$ cat config.mk
export PLATFORM = sky130hd
export DESIGN_NAME = stereo_frame_tx
export DESIGN_NICKNAME = d
export VERILOG_FILES = /design/src/rtl/stereo_frame_pkg.sv /design/src/rtl/emit_timer.sv /design/src/rtl/emit_shifter.sv /design/src/rtl/emit_wsgen.sv /design/src/rtl/stereo_frame_tx.sv
export SDC_FILE = /design/constraint.sdc
export NUM_CORES = 1
export LEC_CHECK = 0
export BUFFER_PORTS_ARGS = -buffer_cell sky130_fd_sc_hd__clkbuf_2
export CAP_MARGIN = 20
export CORE_ASPECT_RATIO = 1.75
export CORE_UTILIZATION = 34
export CTS_CLUSTER_DIAMETER = 50
export DETAILED_ROUTE_END_ITERATION = 12
export PLACE_DENSITY = 0.52
export SYNTH_ARGS = -nofsm -noshare
export SYNTH_HDL_FRONTEND = slang
export SYNTH_SLANG_ARGS = --single-unit
$ cat constraint.sdc
create_clock -name clk -period 7.79 [get_ports clk]
set_clock_uncertainty 0.2 [all_clocks]
set_input_delay 0 -clock clk [delete_from_list [all_inputs] [get_ports clk]]
set_output_delay 0 -clock clk [all_outputs]
set_load 0.02 [all_outputs]
$ cat src/rtl/stereo_frame_pkg.sv
package stereo_frame_pkg;

  localparam int SAMPLE_W = 16;

  typedef struct packed {
    logic [SAMPLE_W-1:0] left;
    logic [SAMPLE_W-1:0] right;
  } stereo_pair_t;

endpackage

$ cat src/rtl/emit_timer.sv
module emit_timer #(
  parameter int HALF_DIV  = 2,
  parameter int FRAME_LEN = 96,
  localparam int SLOT_W   = $clog2(FRAME_LEN),
  localparam int DIV_W    = (HALF_DIV < 2) ? 1 : $clog2(HALF_DIV)
) (
  input  logic              clk,
  input  logic              rst_n,
  input  logic              start,
  output logic              busy,
  output logic              bclk,
  output logic              adv,
  output logic              last_edge,
  output logic [SLOT_W-1:0] next_slot
);

  logic              busy_q;
  logic              hi_q;
  logic [DIV_W-1:0]  div_q;
  logic [SLOT_W-1:0] slot_q;
  logic              half_end;

  assign half_end  = busy_q && (div_q == DIV_W'(HALF_DIV - 1));
  assign last_edge = half_end && hi_q && (slot_q == SLOT_W'(FRAME_LEN - 1));
  assign adv       = start || (half_end && hi_q && !last_edge);
  assign next_slot = start ? '0 : slot_q + SLOT_W'(1);
  assign busy      = busy_q;
  assign bclk      = hi_q;

  always_ff @(posedge clk or negedge rst_n) begin
    if (!rst_n) begin
      busy_q <= 1'b0;
      hi_q   <= 1'b0;
      div_q  <= '0;
      slot_q <= '0;
    end else if (start) begin
      busy_q <= 1'b1;
      hi_q   <= 1'b0;
      div_q  <= '0;
      slot_q <= '0;
    end else if (busy_q) begin
      if (half_end) begin
        div_q <= '0;
        if (!hi_q) begin
          hi_q <= 1'b1;
        end else if (last_edge) begin
          hi_q   <= 1'b0;
          busy_q <= 1'b0;
        end else begin
          hi_q   <= 1'b0;
          slot_q <= slot_q + SLOT_W'(1);
        end
      end else begin
        div_q <= div_q + DIV_W'(1);
      end
    end
  end

endmodule

$ cat src/rtl/emit_shifter.sv
module emit_shifter
  import stereo_frame_pkg::*;
#(
  parameter int FRAME_LEN = 96,
  parameter int LEFT_AT   = 36,
  parameter int RIGHT_AT  = 73,
  parameter bit INVERT    = 1'b0,
  localparam int SLOT_W   = $clog2(FRAME_LEN),
  localparam int IDX_W    = $clog2(SAMPLE_W)
) (
  input  logic              clk,
  input  logic              rst_n,
  input  logic              adv,
  input  logic [SLOT_W-1:0] next_slot,
  input  stereo_pair_t      word,
  output logic              sdata
);

  logic raw_q;
  logic bit_d;
  int   off_l;
  int   off_r;
  logic [IDX_W-1:0] idx_l;
  logic [IDX_W-1:0] idx_r;

  always_comb begin
    off_l = int'(next_slot) - LEFT_AT;
    off_r = int'(next_slot) - RIGHT_AT;
    idx_l = IDX_W'(SAMPLE_W - 1 - off_l);
    idx_r = IDX_W'(SAMPLE_W - 1 - off_r);
    bit_d = raw_q;
    if (off_l >= 0 && off_l < SAMPLE_W) begin
      bit_d = word.left[idx_l];
    end else if (off_r >= 0 && off_r < SAMPLE_W) begin
      bit_d = word.right[idx_r];
    end
  end

  always_ff @(posedge clk or negedge rst_n) begin
    if (!rst_n) raw_q <= 1'b0;
    else if (adv) raw_q <= bit_d;
  end

  generate
    if (INVERT) begin : g_inv
      assign sdata = ~raw_q;
    end else begin : g_true
      assign sdata = raw_q;
    end
  endgenerate

endmodule

$ cat src/rtl/emit_wsgen.sv
module emit_wsgen #(
  parameter int FRAME_LEN  = 96,
  parameter int WS_FALL_AT = 44,
  parameter int WS_RISE_AT = 81,
  localparam int SLOT_W    = $clog2(FRAME_LEN)
) (
  input  logic              clk,
  input  logic              rst_n,
  input  logic              adv,
  input  logic [SLOT_W-1:0] next_slot,
  output logic              ws
);

  always_ff @(posedge clk or negedge rst_n) begin
    if (!rst_n) begin
      ws <= 1'b1;
    end else if (adv) begin
      if (next_slot == SLOT_W'(WS_FALL_AT)) ws <= 1'b0;
      else if (next_slot == SLOT_W'(WS_RISE_AT)) ws <= 1'b1;
    end
  end

endmodule

$ cat src/rtl/stereo_frame_tx.sv
module stereo_frame_tx
  import stereo_frame_pkg::*;
#(
  parameter int HALF_DIV   = 2,
  parameter int FRAME_LEN  = 96,
  parameter int LEFT_AT    = 36,
  parameter int RIGHT_AT   = 73,
  parameter int WS_FALL_AT = 44,
  parameter int WS_RISE_AT = 81,
  parameter bit INVERT     = 1'b0,
  localparam int SLOT_W    = $clog2(FRAME_LEN)
) (
  input  logic                clk,
  input  logic                rst_n,
  input  logic                sample_tick,
  input  logic                in_valid,
  output logic                in_ready,
  input  logic [SAMPLE_W-1:0] in_left,
  input  logic [SAMPLE_W-1:0] in_right,
  output logic                bclk,
  output logic                ws,
  output logic                sdata,
  output logic                overrun
);

  logic              busy;
  logic              adv;
  logic              last_edge;
  logic              free;
  logic              start;
  logic [SLOT_W-1:0] next_slot;
  stereo_pair_t      pend_q;
  stereo_pair_t      send_q;
  stereo_pair_t      cur_word;
  logic              overrun_q;

  assign free     = !busy || last_edge;
  assign start    = sample_tick && free;
  assign in_ready = start;
  assign cur_word = start ? pend_q : send_q;
  assign overrun  = overrun_q;

  always_ff @(posedge clk or negedge rst_n) begin
    if (!rst_n) begin
      pend_q    <= '0;
      send_q    <= '0;
      overrun_q <= 1'b0;
    end else begin
      if (start) send_q <= pend_q;
      if (start && in_valid) pend_q <= '{left: in_left, right: in_right};
      if (sample_tick && !free) overrun_q <= 1'b1;
    end
  end

  emit_timer #(
    .HALF_DIV (HALF_DIV),
    .FRAME_LEN(FRAME_LEN)
  ) u_timer (
    .clk      (clk),
    .rst_n    (rst_n),
    .start    (start),
    .busy     (busy),
    .bclk     (bclk),
    .adv      (adv),
    .last_edge(last_edge),
    .next_slot(next_slot)
  );

  emit_shifter #(
    .FRAME_LEN(FRAME_LEN),
    .LEFT_AT  (LEFT_AT),
    .RIGHT_AT (RIGHT_AT),
    .INVERT   (INVERT)
  ) u_shift (
    .clk      (clk),
    .rst_n    (rst_n),
    .adv      (adv),
    .next_slot(next_slot),
    .word     (cur_word),
    .sdata    (sdata)
  );

  emit_wsgen #(
    .FRAME_LEN (FRAME_LEN),
    .WS_FALL_AT(WS_FALL_AT),
    .WS_RISE_AT(WS_RISE_AT)
  ) u_ws (
    .clk      (clk),
    .rst_n    (rst_n),
    .adv      (adv),
    .next_slot(next_slot),
    .ws       (ws)
  );

endmodule

== Word-level counts from Yosys, hierarchy flattened ==
Cells that the tools add are included.

* Output and inout port bits: 5
* Bits in registers: 77
* Word-level logic and storage cells: 77

* Magnitude comparators: 6
* Muxes and demuxes: 27
* Reductions and logical operators: 23
* Eq/ne operators: 4
* Add/subtract/negate cells: 6

{| class="wikitable"
|+ Operator list
! kind !! count
|-
| $mux 7 || 6
|-
| $mux 32 || 1
|-
| $mux 1 || 18
|-
| $ge 8x1->1 const B || 2
|-
| $lt 8x6->1 const B || 2
|-
| $eq 7x7->1 const B || 2
|-
| $lt 4x5->1 const B || 2
|-
| $reduce_bool 2->1 || 5
|-
| $logic_and 1x1->1 || 9
|-
| $bmux 1 s4 || 2
|-
| $sub 1x4->4 const A || 2
|-
| $sub 7x6->8 const B || 1
|-
| $sub 7x7->8 const B || 1
|-
| $add 7x1->7 const B || 1
|-
| $eq 7x6->1 const B || 1
|-
| $reduce_and 2->1 || 3
|-
| $reduce_and 4->1 || 1
|-
| $logic_not 1->1 || 3
|-
| $logic_or 1x1->1 || 2
|-
| $ne 2x1->1 const B || 1
|-
| $add 1x1->1 const B || 1
|}

== Logic depth before layout (Yosys ltp) ==
Gate-level depths: netlist (run 1).

* Depth after elaboration: 12
* Gate-level depth with buffers: 16
* Depth with buffers taken out: 15

== By module ==
Synthesis (run 1) repeated with hierarchy kept, for this count alone.

* Cell total of the unflattened synthesis: 263
* Area total of the unflattened synthesis: 3,802.4 µm²

{| class="wikitable"
|+ Modules (own cells, without submodules)
! module !! area an instance (µm²) !! cells each !! instances
|-
| stereo_frame_tx || 2,590.0 || 142 || 1
|-
| emit_timer || 635.6 || 71 || 1
|-
| emit_shifter || 496.7 || 42 || 1
|-
| emit_wsgen || 80.1 || 8 || 1
|}

== Least setup slack after synthesis (run 1) ==
No wires, ideal clock.

* Kind: reg-to-reg
* Start: register u_timer.slot_q[1]
* End: register u_shift.raw_q (netlist: u_shift.sdata)
* Required time: 7.464 ns
* Period minus slack after synthesis: 3.794 ns
* Buffers on the path: 2
* Path slack: 3.996 ns
* Library setup time: 0.126 ns
* Stages on the path, launching flop included: 15
* Arrival: 3.468 ns
* Cell sequence: dfrtp_1 > ha_1 > nand4_2 > o31ai_4 > nand2_2 > clkbuf_1 > nand2_1 > ha_1 > clkbuf_1 > inv_1 > xnor2_4 > mux2_4 > a21o_1 > o311a_1 > a221o_1

* Cells in the longest elaborated chain, start to end: 11

{| class="wikitable"
|+ RTL lines
! element !! RTL line !! RTL
|-
| start: declaration || emit_timer.sv:20 || <nowiki>logic [SLOT_W-1:0] slot_q;</nowiki>
|-
| start signal: assignment || emit_timer.sv:51 || <nowiki>slot_q <= slot_q + SLOT_W'(1);</nowiki>
|-
| parallel branches: the longest is 11 deep, another holds $sub 7x7->8 || -- ||
|-
| end signal: assignment || emit_shifter.sv:41 || <nowiki>else if (adv) raw_q <= bit_d;</nowiki>
|-
| end: declaration || emit_shifter.sv:19 || <nowiki>logic raw_q;</nowiki>
|}

Several ways; the timed one is not identified. The select of a mux whose other input is x is not followed.
A chain may end at the register's enable or synchronous reset.

== Worst setup path after layout (run 1) ==
* Start: register u_timer.slot_q[0]
* End: register u_shift.raw_q (netlist: u_shift.sdata)

* Cells in the longest elaborated chain, start to end: 11

{| class="wikitable"
|+ RTL lines
! element !! RTL line !! RTL
|-
| parallel branches: the longest is 4 deep, another holds $add 7x1->7 || -- ||
|-
| $mux 7 * || emit_timer.sv:26 || <nowiki>assign next_slot = start ? '0 : slot_q + SLOT_W'(1);</nowiki>
|-
| via next_slot[0] || stereo_frame_tx.sv:31 || <nowiki>logic [SLOT_W-1:0] next_slot;</nowiki>
|-
| $sub 7x7->8 || emit_shifter.sv:28 || <nowiki>off_r = int'(next_slot) - RIGHT_AT;</nowiki>
|-
| $sub 1x4->4 || emit_shifter.sv:30 || <nowiki>idx_r = IDX_W'(SAMPLE_W - 1 - off_r);</nowiki>
|-
| $bmux 1 s4 || emit_shifter.sv:35 || <nowiki>bit_d = word.right[idx_r];</nowiki>
|-
| $mux 1 (not written as such) || emit_shifter.sv:35 ||
|-
| $mux 1 || emit_shifter.sv:34 || <nowiki>end else if (off_r >= 0 && off_r < SAMPLE_W) begin</nowiki>
|-
| $mux 1 || emit_shifter.sv:32 || <nowiki>if (off_l >= 0 && off_l < SAMPLE_W) begin</nowiki>
|}

Mark *: on every way through the listed nets, which the timed path passes. The select of a mux whose other input is x is not followed.

==> results.md, run 1 <==
* Pwr Density at 174 nW/um2
* CTS Buf Count at 9
* Leak Pwr at 2.36 nW
* CP Launch Type: register
* Die width at 81.2 um
* Die area at 11400 um2
* Vias per cell at 4.91
* TritonCTS clock tree: done
* DP Cell Count at 514
* WL final at 7990 um
* IO Port Bufs at 40
* Worst slew pin tran at 980 ps
* Htree depth at 3
* Number of global-route vias before repair at 2844
* Proportion of layout cells with a drive suffix above 1 at 24.9%
* Routed wl met3 at 136 um
* Setup TNS at 0 ps
* Pwr Total at 0.810 mW
* Slew headroom at 34.6%
* CTS clk-pin slew, worst paths at 60 ps
* Area share of the largest cell type after synthesis at 51.0%
* # clock sinks at 77
* Largest net degree at the start of global routing at 78
* Clock latency on the worst-skew pair at 340 ps
* GRT Util Overall at 16.2%
* Most frequent cells in the layout: nand2_1 (119), dfrtp_1 (76), clkbuf_2 (39)
* DR WL met2 at 4230 um
* CP arrival at 5010 ps
* Syn nets at 402
* RSZ-0062 raised after global routing: no
* Largest family of logic cells by synthesized area: simple AND/OR/NAND/NOR gates
* Class of the worst hold path: in2reg
* Total gr overflow at 0
* YS warnings at 0
* Core ar. at 10700 um2
* R2r setup slk at 2800 ps
* Final setup viols at 0
* Initial core utilization at 34.9%
* Post-Synth Adder-Cell Area at 2.35%
* CP endpoint kind: register
* Clock buffer depth at 2
* Met1 wire length at 3270 um
* Dominant cells by area after synthesis: dfrtp_1 (51%), nand2_1 (12%), mux2_2 (10%)
* First-pass GRT wire length at 13700 um
* Period utilization at 64.0%
* HPWL after DPL at 5400 um
* Count of different cell masters after synthesis at 50
* Worst-path maximum fanout at 40
* Syn Area/Cell at 10.4 um2
* Final ANT Viol Nets at 0
* Fmax at 0.200 GHz
* Hold Fails Final Rpt at 0
* RePlAce Congestion at 0.801
* Die Span Y at 141 um
* WS Path Type: reg2reg
* DR vias at 2772
* Cts hold-fix bufs at 34
* Min cycle time layout at 4990 ps
* Root buffer cell: clkbuf_16
* Final Instance Count excl. Fillers at 564
* Synth-to-layout area growth at 24.6%
* Initial DRC count at 144
* Ports at 41
* Net count reported at finish at 472
* Commonest non-fill, non-tap cell in the layout: nand2_1
* Max-slew violation count at 0
* Row cnt at 50
* Post-synthesis mux area share at 15.4%
* Yosys reg bits at 77
* Antenna violations before repair at 0
* Highest routed layer: met4
* Post-Syn Instances at 359
* Postcts setup bufs at 0
* Antenna cell count at 0
* Synth Cell Area at 3730 um2
* Max-Cap Viols at 0
* Simple-Gate Fraction of Synth Area at 18.3%
* Seq/Total Area, Yosys at 51.7%
* Outcome: finished clean
* Fraction of the mapped netlist area in compound gates at 7.14%
* Cell taking the most area after synthesis: dfrtp_1
* Pre-antenna DRT Iters at 4
* Wirelength per Cell at 14.2 um
* DR DRC count at 0
* VDD IR max at 112 uV
* Number of gates resized after cts at 0
* CP Data Required Time at 7810 ps
* XOR/XNOR Fraction of Synth Area at 2.35%
## worst paths after layout
check                                   from       endpoint  depth (start not counted)
max in group asynchronous              rst_n      pend_q[7]                          2
min                                 in_valid      pend_q[9]                          4
max reg2reg                u_timer.slot_q[0]  u_shift.sdata                         14
min reg2reg                       pend_q[15]     send_q[15]                          2
max                        u_timer.slot_q[0]  u_shift.sdata                         14
min in group asynchronous              rst_n     pend_q[23]                          2
## Yosys cell counts, drive strengths merged
cell type	number
a221o	1
xor2	4
nor4	1
a21oi	7
o311a	1
clkinv	1
nand3	6
ha	7
mux2i	4
dfstp	1
o211ai	1
nor3b	4
nand2	121
mux2	35
inv	7
and3	1
and2	3
a21o	1
o2bb2ai	1
a211oi	1
o21a	1
o211a	1
nand4	3
clkbuf	11
or2	1
a22o	2
o21bai	1
mux4	6
o31ai	3
a2111o	1
nor2	10
dfrtp	76
a31oi	2
or3	2
o21ai	11
buf	6
nor3	7
nand2b	2
a221oi	1
xnor2	3
o32ai	1
## critical path: stages (launching register included)
cell and delay [ps]:
dfrtp_1 790, ha_1 410, nand4_2 230, o31ai_4 390, nand2_2 470, inv_1 210, nor2_1 90, inv_1 100
ha_1 330, inv_1 240, xnor2_4 290, mux2_4 320, a21o_1 150, o311a_1 300, a221o_1 340
## per-stage QoR
stage	setup slack (ps)	utilization [%]	hold WS, ps	area (um2)
2_1_floorplan	4000	-	-496	3730
3_3_place_gp	2970	37.8	21.7	4040
3_5_place_dp	2790	37.8	24.2	4040
4_1_cts	2780	43.5	129	4650
5_1_grt	2380	43.5	189	4650
6_report	2800	43.5	120	4650
## power breakdown
| part | switching (mW) | internal [mW] | leakage (nW) | total [mW] |
|---|---|---|---|---|
| Clock | 0.165 | 0.215 | 0.129 | 0.380 |
| Sequential | 0.00000000000000000570 | 0.400 | 1.04 | 0.400 |
| Combinational | 0.0124 | 0.0174 | 1.19 | 0.0299 |
## cells by family (layout without fill, tap and decap cells)
family | Yosys count | in the layout
XOR/XNOR | 7 | 7
multiplexers | 45 | 45
adder cells (fa/ha/maj) | 7 | 7
AO/OA/AOI/OAI | 37 | 37
buffers and inverters | 25 | 100
flip-flops | 77 | 77
AND/OR/NAND/NOR | 161 | 161
## layout make-up
| class | count | area (um2) |
|---|---|---|
| Clock buffer | 10 | 229 |
| Inverter | 8 | 35.0 |
| Tap cell | 130 | 163 |
| Timing Repair Buffer | 76 | 558 |
| Sequential cell | 77 | 1930 |
| Fill cell | 1036 | 6050 |
| Multi-Input combinational cell | 257 | 1700 |
| Clock inverter | 6 | 38.8 |
## state kept, by name, indices dropped and copies added, names as in the netlist
name,flops
u_ws.ws,1
send_q,32
u_timer.busy,1
u_timer.div_q,1
u_shift.sdata,1
u_timer.slot_q,7
overrun,1
u_timer.bclk,1
pend_q,32
## routing by layer
layer  up-vias  GRT usage [%]
met3        21           2.46
met4         0           10.8
met5         -              0
met1      1358           18.2
met2        37           27.4
li1       1356              -
Power figures use the tool's default switching activity.
==> run 2, diff against run 1 <==
Settings changed: PLACE_DENSITY 0.52 to 0.54.
Clock period 7.79 ns to 4.5 ns, I/O delays scaled along.
==> results.md, run 2 (synthesized netlist as in run 1, its figures left out) <==
* CP Launch Type: register
* Clock latency on the worst-skew pair at 330 ps (about the same)
* Net count reported at finish at 475 (+0.64%)
* CTS Buf Count at 9 (unchanged)
* CP Data Required Time at 4520 ps (-3290 ps)
* # fillers at 1026 (-0.97%)
* Clock network power share at 50.9% (+4.0 points)
* Critical path's slowest cell: dfrtp_1
* Postcts setup bufs at 0 (unchanged)
* Class of the worst hold path: in2reg
* Setup TNS at 0 ps (unchanged)
* First-pass GRT wire length at 13300 um (-2.6%)
* Final setup viols at 0 (unchanged)
* Pre-CTS setup slack at 623 ps (-2170 ps)
* RSZ-0062 raised after global routing: no
* Row cnt at 50 (unchanged)
* Largest net degree at the start of global routing at 78 (unchanged)
* Antenna cell count at 0 (unchanged)
* Die width at 81.2 um (unchanged)
* Pre-antenna DRT Iters at 4 (unchanged)
* Antenna violations before repair at 0 (unchanged)
* Setup WS post-layout at 624 ps (-2180 ps)
* Most frequent cells in the layout: nand2_1 (119), dfrtp_1 (76), clkbuf_2 (39)
* Number of gates resized after cts at 0 (unchanged)
* HPWL after DPL at 5500 um (+2.0%)
* Initial core utilization at 34.9% (unchanged)
* Die area at 11400 um2 (unchanged)
* Critical-path cell list: ha_1, nand4_2, o31ai_4, nand2_2, inv_1, nor2_1, inv_1, ha_1, buf_4, inv_1, xnor2_4, mux2_4, a21o_1, o311a_1, a221o_1
* Vias per cell at 5.00 (+1.7%)
* Sw Pwr at 0.308 mW (+74%)
* DR DRC count at 0 (unchanged)
* Clock buffer depth at 2 (unchanged)
* Dpl cell area at 4070 um2 (+0.56%)
* Proportion of layout cells with a drive suffix above 1 at 25.6% (+0.74 points)
* Core ar. at 10700 um2 (unchanged)
* Worst slew pin tran at 993 ps (+12.7 ps)
* Total gr overflow at 0 (unchanged)
* CP bufs+invs at 4 (+1)
* RePlAce Congestion at 0.836 (+4.3%)
* Initial DRC count at 152 (+5.6%)
* Final Instance Area at 4730 um2 (+1.7%)
* VDD IR max at 226 uV (+100%)
* CP arrival at 3890 ps (-1120 ps)
* Fmax at 0.258 GHz (+29%)
* Top Registers: pend_q: 32 flops, send_q: 32 flops, u_timer.slot_q: 7 flops
* Min cycle time layout at 3880 ps (-1110 ps)
* Crit-path most repeated cell: inv_1
* Worst-path maximum fanout at 10 (-75%)
* Commonest non-fill, non-tap cell in the layout: nand2_1
* Total internal power at 1.21 mW (+91%)
* WL final at 8000 um (+0.10%)
* WS Path Type: reg2reg
* DR vias at 2833 (+2.2%)
* IO Port Bufs at 40 (unchanged)
* Max-Cap Viols at 0 (unchanged)
* GRT Util Overall at 15.7% (-0.46 points)
* TritonCTS clock tree: done
* Slew headroom at 33.8% (-0.85 points)
* Sw frac at 20.3% (-1.6 points)
* Ports at 41 (unchanged)
* Critical path's top delay family: compound AO/OA/AOI/OAI gates
* Combinational Power Share at 3.4% (-0.3 points)
* Number of global-route vias before repair at 2846 (+0.070%)
* Root buffer cell: clkbuf_16
* Period utilization at 86.1% (+22 points)
* Synth-to-layout area growth at 26.8%
* Cts hold-fix bufs at 34 (unchanged)
* Pwr Total at 1.52 mW (+87%)
* Leak Pwr at 2.39 nW (+1.3%)
* Outcome: finished clean
* CTS clk-pin slew, worst paths at 60 ps (about the same)
* Max-slew violation count at 0 (unchanged)
* Htree depth at 3 (unchanged)
* Hold Fails Final Rpt at 0 (unchanged)
* Seq pwr share at 45.6% (-3.8 points)
* Max incr delay on CP at 380 ps (-410 ps)
* Wirelength per Cell at 14.1 um (-0.43%)
* Pwr Density at 321 nW/um2 (+84%)
* Die Span Y at 141 um (unchanged)
* # clock sinks at 77 (unchanged)
* CP endpoint kind: register
* Final ANT Viol Nets at 0 (unchanged)
[run 2: final timing paths]
check                      slack, ps       endpoint  depth (start not counted)         startpoint
setup / recovery                 620  u_shift.sdata                         15  u_timer.slot_q[1]
hold / removal                   130      pend_q[7]                          4           in_valid
setup reg to reg                 620  u_shift.sdata                         15  u_timer.slot_q[1]
hold reg to reg                  260     send_q[31]                          2         pend_q[31]
max in group asynchronous       3280      pend_q[3]                          2              rst_n
min in group asynchronous        150     pend_q[24]                          2              rst_n
[run 2: power groups by stage]
| stage | Combinational, mW | Clock (mW) | Sequential, mW |
|---|---|---|---|
| after floorplan | 0.000719 | 0 | 0.705 |
| after global placement | 0.0302 | 0 | 0.705 |
| after detailed placement | 0.0307 | 0 | 0.705 |
| after CTS | 0.0539 | 0.797 | 0.692 |
| after global routing | 0.0587 | 0.820 | 0.692 |
| final | 0.0520 | 0.773 | 0.692 |
[run 2: layout make-up]
cell class | count | area [um2] | share of cell area, %
flip-flops and latches | 77 | 1930 | 40.8
well taps | 130 | 163 | 3.44
clock buffers | 9 | 225 | 4.76
multi-input cells | 257 | 1700 | 35.9
inverters | 8 | 35.0 | 0.741
repair buffers | 79 | 581 | 12.3
clock inverters | 7 | 98.8 | 2.09
[run 2: per-stage QoR]
stage                     util (%)  hold slack, ps  std cells
final                         44.2             132        567
after global routing          44.2             172        567
after CTS                     44.2             129        567
after detailed placement      38.0            24.4        517
after global placement        38.0            17.9        517
after floorplan                  -            -496        359
[run 2: tightest hold or removal path: stages]
cell	delay, ps
clkbuf_2	80
nand2_1	40
buf_4	250
mux2_2	270
[run 2: routing by layer]
metal	share of wire, %	wire length [um]	GRT usage (%)
met1	39	3160	17.3
met2	52	4190	26.4
met3	2.6	209	3.04
met4	5.6	444	10.8
met5	0	0	0
